[config.mk]
export PLATFORM = sky130hd
export DESIGN_NAME = pifo_queue
export DESIGN_NICKNAME = d
export VERILOG_FILES = /design/src/rtl/pifo_pkg.sv /design/src/rtl/pifo_ctrl.sv /design/src/rtl/pifo_rank_cmp.sv /design/src/rtl/pifo_cell.sv /design/src/rtl/pifo_queue.sv
export SDC_FILE = /design/constraint.sdc
export NUM_CORES = 1
export LEC_CHECK = 0
export BUFFER_PORTS_ARGS = -buffer_cell sky130_fd_sc_hd__buf_2
export CAP_MARGIN = 20
export CELL_PAD_IN_SITES_DETAIL_PLACEMENT = 0
export CELL_PAD_IN_SITES_GLOBAL_PLACEMENT = 1
export CORE_ASPECT_RATIO = 1.1
export CORE_MARGIN = 1.5
export CORE_UTILIZATION = 30
export CTS_CLUSTER_DIAMETER = 150
export DETAILED_ROUTE_END_ITERATION = 8
export GPL_TIMING_DRIVEN = 0
export PLACE_DENSITY_LB_ADDON = 0.1
export SLEW_MARGIN = 20
export SYNTH_ARGS = -nofsm -noshare
export SYNTH_HDL_FRONTEND = slang
export SYNTH_SLANG_ARGS = --single-unit
[constraint.sdc]
create_clock -name clk_i -period 2.7 [get_ports clk_i]
set_input_delay 0.54 -clock clk_i [delete_from_list [all_inputs] [get_ports clk_i]]
set_output_delay 0.54 -clock clk_i [all_outputs]
set_load 0.05 [all_outputs]
[src/rtl/pifo_pkg.sv]
package pifo_pkg;
  typedef enum logic [1:0] {
    OP_IDLE = 2'd0,
    OP_PUSH = 2'd1,
    OP_POP  = 2'd2,
    OP_BOTH = 2'd3
  } pifo_op_e;
endpackage

[src/rtl/pifo_ctrl.sv]
module pifo_ctrl
  import pifo_pkg::*;
(
  input  logic     clk_i,
  input  logic     rst_ni,
  input  logic     push_i,
  input  logic     pop_i,
  input  logic     head_vld_i,
  input  logic     tail_vld_i,
  output pifo_op_e op_o,
  output logic     bypass_o,
  output logic     full_o,
  output logic     empty_o,
  output logic     overflow_o
);
  logic reject;

  assign empty_o  = ~head_vld_i;
  assign full_o   = tail_vld_i;
  assign bypass_o = push_i & pop_i & empty_o;
  assign reject   = push_i & ~pop_i & full_o;

  always_comb begin
    op_o = OP_IDLE;
    if (pop_i && !empty_o) op_o = push_i ? OP_BOTH : OP_POP;
    else if (push_i && !pop_i && !full_o) op_o = OP_PUSH;
  end

  always_ff @(posedge clk_i or negedge rst_ni) begin
    if (!rst_ni) overflow_o <= 1'b0;
    else         overflow_o <= reject;
  end

  p_ovf_set_r8: assert property (@(posedge clk_i) disable iff (!rst_ni)
    (push_i && !pop_i && full_o) |=> overflow_o);
  p_ovf_clear_r8: assert property (@(posedge clk_i) disable iff (!rst_ni)
    !(push_i && !pop_i && full_o) |=> !overflow_o);
  p_no_op_empty_r10: assert property (@(posedge clk_i) disable iff (!rst_ni)
    (empty_o && pop_i) |-> (op_o == OP_IDLE));
endmodule

[src/rtl/pifo_rank_cmp.sv]
module pifo_rank_cmp #(
  parameter int DEPTH  = 8,
  parameter int RANK_W = 8
) (
  input  logic [DEPTH-1:0]             vld_i,
  input  logic [DEPTH-1:0][RANK_W-1:0] rank_i,
  input  logic [RANK_W-1:0]            in_rank_i,
  output logic [DEPTH:0]               after_o
);
  // after_o[i]: slot i lies at or beyond the insert point (strictly greater rank or empty)
  for (genvar i = 0; i < DEPTH; i++) begin : g_cmp
    assign after_o[i] = ~vld_i[i] | (rank_i[i] > in_rank_i);
  end
  assign after_o[DEPTH] = 1'b1;
endmodule

[src/rtl/pifo_cell.sv]
module pifo_cell
  import pifo_pkg::*;
#(
  parameter int ENT_W   = 28,
  parameter bit IS_HEAD = 1'b0
) (
  input  logic             clk_i,
  input  logic             rst_ni,
  input  pifo_op_e         op_i,
  input  logic             after_prev_i,
  input  logic             after_self_i,
  input  logic             after_next_i,
  input  logic [ENT_W-1:0] prev_q_i,
  input  logic [ENT_W-1:0] next_q_i,
  input  logic [ENT_W-1:0] new_i,
  output logic [ENT_W-1:0] q_o
);
  logic [ENT_W-1:0] d;
  logic             keep_self;

  // head slot is vacated by the pop, so it never keeps its own entry
  assign keep_self = after_self_i & ~IS_HEAD;

  always_comb begin
    unique case (op_i)
      OP_PUSH: d = after_self_i ? (after_prev_i ? prev_q_i : new_i) : q_o;
      OP_POP:  d = next_q_i;
      OP_BOTH: d = after_next_i ? (keep_self ? q_o : new_i) : next_q_i;
      default: d = q_o;
    endcase
  end

  always_ff @(posedge clk_i or negedge rst_ni) begin
    if (!rst_ni) q_o <= '0;
    else         q_o <= d;
  end
endmodule

[src/rtl/pifo_queue.sv]
module pifo_queue
  import pifo_pkg::*;
#(
  parameter int DEPTH  = 8,
  parameter int RANK_W = 8,
  parameter int FLOW_W = 3,
  parameter int DATA_W = 16
) (
  input  logic              clk_i,
  input  logic              rst_ni,
  input  logic              push_i,
  input  logic [RANK_W-1:0] push_rank_i,
  input  logic [FLOW_W-1:0] push_flow_i,
  input  logic [DATA_W-1:0] push_data_i,
  input  logic              pop_i,
  output logic              pop_vld_o,
  output logic [RANK_W-1:0] pop_rank_o,
  output logic [FLOW_W-1:0] pop_flow_o,
  output logic [DATA_W-1:0] pop_data_o,
  output logic              full_o,
  output logic              empty_o,
  output logic              overflow_o
);
  localparam int PAY_W = RANK_W + FLOW_W + DATA_W;
  localparam int ENT_W = 1 + PAY_W;
  localparam int VLD_B = ENT_W - 1;

  logic [DEPTH-1:0][ENT_W-1:0]  cells_q;
  logic [DEPTH-1:0][ENT_W-1:0]  prev_w, next_w;
  logic [DEPTH-1:0]             vld_w, after_prev_w;
  logic [DEPTH-1:0][RANK_W-1:0] rank_w;
  logic [DEPTH:0]               after_w;
  logic [ENT_W-1:0]             new_w;
  logic [PAY_W-1:0]             out_w;
  pifo_op_e                     op;
  logic                         bypass;

  assign new_w = {1'b1, push_rank_i, push_flow_i, push_data_i};

  for (genvar i = 0; i < DEPTH; i++) begin : g_slot
    assign vld_w[i]  = cells_q[i][VLD_B];
    assign rank_w[i] = cells_q[i][VLD_B-1 -: RANK_W];
    if (i == 0) begin : g_first
      assign prev_w[i]       = '0;
      assign after_prev_w[i] = 1'b0;
    end else begin : g_mid
      assign prev_w[i]       = cells_q[i-1];
      assign after_prev_w[i] = after_w[i-1];
    end
    if (i == DEPTH-1) begin : g_last
      assign next_w[i] = '0;
    end else begin : g_inner
      assign next_w[i] = cells_q[i+1];
    end

    pifo_cell #(.ENT_W(ENT_W), .IS_HEAD(i == 0)) u_cell (
      .clk_i        (clk_i),
      .rst_ni       (rst_ni),
      .op_i         (op),
      .after_prev_i (after_prev_w[i]),
      .after_self_i (after_w[i]),
      .after_next_i (after_w[i+1]),
      .prev_q_i     (prev_w[i]),
      .next_q_i     (next_w[i]),
      .new_i        (new_w),
      .q_o          (cells_q[i])
    );
  end

  pifo_rank_cmp #(.DEPTH(DEPTH), .RANK_W(RANK_W)) u_cmp (
    .vld_i     (vld_w),
    .rank_i    (rank_w),
    .in_rank_i (push_rank_i),
    .after_o   (after_w)
  );

  pifo_ctrl u_ctrl (
    .clk_i      (clk_i),
    .rst_ni     (rst_ni),
    .push_i     (push_i),
    .pop_i      (pop_i),
    .head_vld_i (vld_w[0]),
    .tail_vld_i (vld_w[DEPTH-1]),
    .op_o       (op),
    .bypass_o   (bypass),
    .full_o     (full_o),
    .empty_o    (empty_o),
    .overflow_o (overflow_o)
  );

  assign out_w      = bypass ? new_w[PAY_W-1:0] : cells_q[0][PAY_W-1:0];
  assign pop_vld_o  = pop_i & (vld_w[0] | push_i);
  assign pop_rank_o = out_w[PAY_W-1 -: RANK_W];
  assign pop_flow_o = out_w[DATA_W +: FLOW_W];
  assign pop_data_o = out_w[DATA_W-1:0];

  for (genvar i = 0; i < DEPTH-1; i++) begin : g_chk
    p_sorted_r2: assert property (@(posedge clk_i) disable iff (!rst_ni)
      vld_w[i+1] |-> (rank_w[i] <= rank_w[i+1]));
    p_packed_r7: assert property (@(posedge clk_i) disable iff (!rst_ni)
      vld_w[i+1] |-> vld_w[i]);
  end
  p_reject_hold_r8: assert property (@(posedge clk_i) disable iff (!rst_ni)
    (push_i && !pop_i && full_o) |=> $stable(cells_q));
  p_empty_pop_r10: assert property (@(posedge clk_i) disable iff (!rst_ni)
    (pop_i && !push_i && empty_o) |-> !pop_vld_o);
  p_bypass_r6: assert property (@(posedge clk_i) disable iff (!rst_ni)
    (pop_i && push_i && empty_o) |=> empty_o);
  p_full_both_r9: assert property (@(posedge clk_i) disable iff (!rst_ni)
    (pop_i && push_i && full_o) |=> full_o);
  p_flags_r7: assert property (@(posedge clk_i) disable iff (!rst_ni)
    !(full_o && empty_o));
endmodule

==> flow_summary.toml <==
[status]
outcome = "finished, final reports clean"

[sta]
setup_slack_ps = 59.5
rsz0062_at_grt = "yes"
fin_skew_ps = 11.3
report.final.slew_viol_count = 0
fin_crit_sh_pct = 97.8
max_freq_ghz = 0.379
hold_viol = 0
slew_headroom_pct = 25.1
setup_viol = 0
finalCriticalPeriod_ps = 2640
worst_slew_pin_slew_ps = 1120

[synth]
postSynth.asyncResetShare_pct = 100
synth-seq-area-share_pct = 36.2
synth_top_area_share_pct = 36.2
avgSynthCellArea_um2 = 8.85
syn_area_um2 = 15600
yosys_warnings = 0
ys.flop_type = "dfrtp_1"
synth_top_cells_by_count = "239 x nand2_1, 225 x dfrtp_1, 171 x nor2_1"
netlist-cell-type-count = 61
syn_nets = 1854
synth-edff-count = 0
syn-instance-count = 1759
synth_area_leaders = "dfrtp_1 36%, mux2i_1 9.4%, nand2_1 5.8%"
synth_most_common_cell = "nand2_1"
yosys_register_bits = 225
yosys.area.top_type = "dfrtp_1"

[pwr]
total_power_mw = 27.0
irDropWorstVdd_mv = 0.585
leakage_nw = 8.15
p_per_area_nw_per_um2 = 1400

[detailed_routing]
drt-pass1-iter-count = 8
vias = 15100
via_per_inst = 5.85
antenna_violating_nets_post_route = 0
drt_iter0_markers = 1532
drt_wl_total_mm = 72.8
drc = 0
post_drt_wl_per_cell_um = 28.1

[placement]
placed_area_um2 = 16900
gp_congestion = 0.880
dp_cells = 2482
place.port_buffers = 53
dp_hpwl_mm = 54.6
dp_slack_ps = -1120

[final_layout]
stdcell_area_um2 = 19200
final_util_pct = 37.5
fin_nets = 1996
fin_cells = 2587
area_delta_synth_final_pct = 23.3
drive_gt1_share_pct = 23.6
n_antenna_cell = 0

[setup_path]
critPathArrivalTime_ps = 3120
required_ps = 3180
crit_type = "reg -> reg"
start_kind = "flip-flop"
endpoint_kind = "flip-flop"
cp_max_fo = 6

[grt]
antenna_found_initial = 0
grt_max_degree = 85
grt_pass1_wl_mm = 106
grt-ovfl-total = 0
grt_pass1_vias = 15300
grt.total_usage_pct = 27.1

[clock_network]
clk_pin_slew_ps = 60
cts-root-buf = "clkbuf_16"
h-tree-depth = 1
tritoncts.num_buffers = 31
cts_tree = "done"
clockBufferDepth = 3
insertion_delay_ps = 600
cts.sinks = 225

[floorplanning]
rows = 87
die_x_um = 220
dieArea_um2 = 53300
dieHeight_um = 242
initial_core_util_pct = 30.4
ios = 62
core_area_um2 = 51300

[min_path]
hold_path_class = "in -> reg"

[flow_run]
maxCapViolCount = 0
## stage by stage
| step | setup TNS, ps | hold WS [ps] |
|---|---|---|
| after global placement | -1037230 | 465 |
| final | 0 | 276 |
| after global routing | -2260 | 273 |
| after detailed placement | -215630 | 471 |
| after CTS | -11.5 | 256 |
| after floorplan | -1730 | 244 |
## cells by family (layout without fill, tap and decap cells)
family          after synthesis  after routing  share of synthesized area (%)
compound gates              604            604                           27.3
fa+ha+maj                    64             64                           5.14
buf+inv                     181            342                           5.13
flops                       225            225                           36.2
mux                         189            189                           12.5
simple gates                496            496                           13.7
## timing repair
action | CTS | global route
endpoints found under the setup margin | 249 | 221
setup buffers | 21 | 32
endpoints found under the hold margin | 79 | 0
gates cloned | 0 | 1
hold buffers | 1 | 0
resized for setup | 106 | 216
pin swaps | 11 | 28
## report_power, final
| group | switching (mW) | internal [mW] |
|---|---|---|
| clock network | 1.69 | 2.18 |
| registers | 2.05 | 5.03 |
| logic | 9.60 | 6.42 |
## cells in the final DEF, fill, tap and decap left out, types with 17 or more instances in the layout
master / netlist / routed
a211o_1: 25 / 25
clkbuf_16: 0 / 32
clkbuf_1: 88 / 52
mux2i_2: 0 / 17
a21oi_1: 113 / 101
buf_6: 4 / 20
ha_1: 64 / 58
o211ai_1: 79 / 79
dfrtp_1: 225 / 212
mux2_2: 41 / 41
a31oi_1: 35 / 28
a221oi_1: 48 / 37
mux2i_1: 146 / 120
nor2_1: 171 / 164
a21o_1: 26 / 26
inv_1: 25 / 17
nor3_1: 19 / 19
clkbuf_2: 0 / 33
a222oi_1: 29 / 29
a22oi_1: 31 / 30
buf_2: 51 / 75
o21ai_0: 90 / 79
nand2_1: 239 / 230
buf_4: 7 / 63
## sequential cells by signal, indices dropped and copies added, names as in the netlist
name and flops:
g_slot.u_cell.q_o 224, u_ctrl.overflow_o 1
## path summary, 6_finish.rpt
kind,slack [ps],to,startpoint,cells past startpoint
max,60,g_slot[5].u_cell.q_o[20],g_slot[5].u_cell.q_o[25],10
min in group asynchronous,550,g_slot[1].u_cell.q_o[22],rst_ni,3
max in group asynchronous,1280,g_slot[5].u_cell.q_o[25],rst_ni,4
min,280,g_slot[1].u_cell.q_o[20],push_rank_i[1],3
max reg2reg,60,g_slot[5].u_cell.q_o[20],g_slot[5].u_cell.q_o[25],10
min reg2reg,480,g_slot[7].u_cell.q_o[17],g_slot[7].u_cell.q_o[17],2
## critical path, stage by stage (launching register included)
cell	delay, ps
dfrtp_2	500
ha_1	320
nand4_1	190
nor2_1	70
a211o_1	310
nand3_2	150
buf_4	200
mux2_2	380
nand2_1	70
nand2_1	60
a221o_1	280
## area by class of cell
| type | count | area, µm² |
|---|---|---|
| timing repair buffer | 110 | 830 |
| clock buffer | 49 | 873 |
| multi-input combinational | 1353 | 9820 |
| fill | 5233 | 32100 |
| clock inverter | 3 | 18.8 |
| tap | 667 | 835 |
| inverter | 26 | 130 |
| sequential | 225 | 5650 |
| buffer | 154 | 1050 |
## per-layer routing
| metal | global-route usage [%] | routed length, µm | vias up | share of wire (%) |
|---|---|---|---|---|
| li1 | - | - | 6914 | - |
| met1 | 35.3 | 31200 | 7564 | 43 |
| met2 | 45.8 | 35400 | 508 | 49 |
| met3 | 2.79 | 3200 | 153 | 4.4 |
| met4 | 9.92 | 3070 | 0 | 4.2 |
| met5 | 0 | 0 | - | 0 |
(Power assumes the default switching activity.)
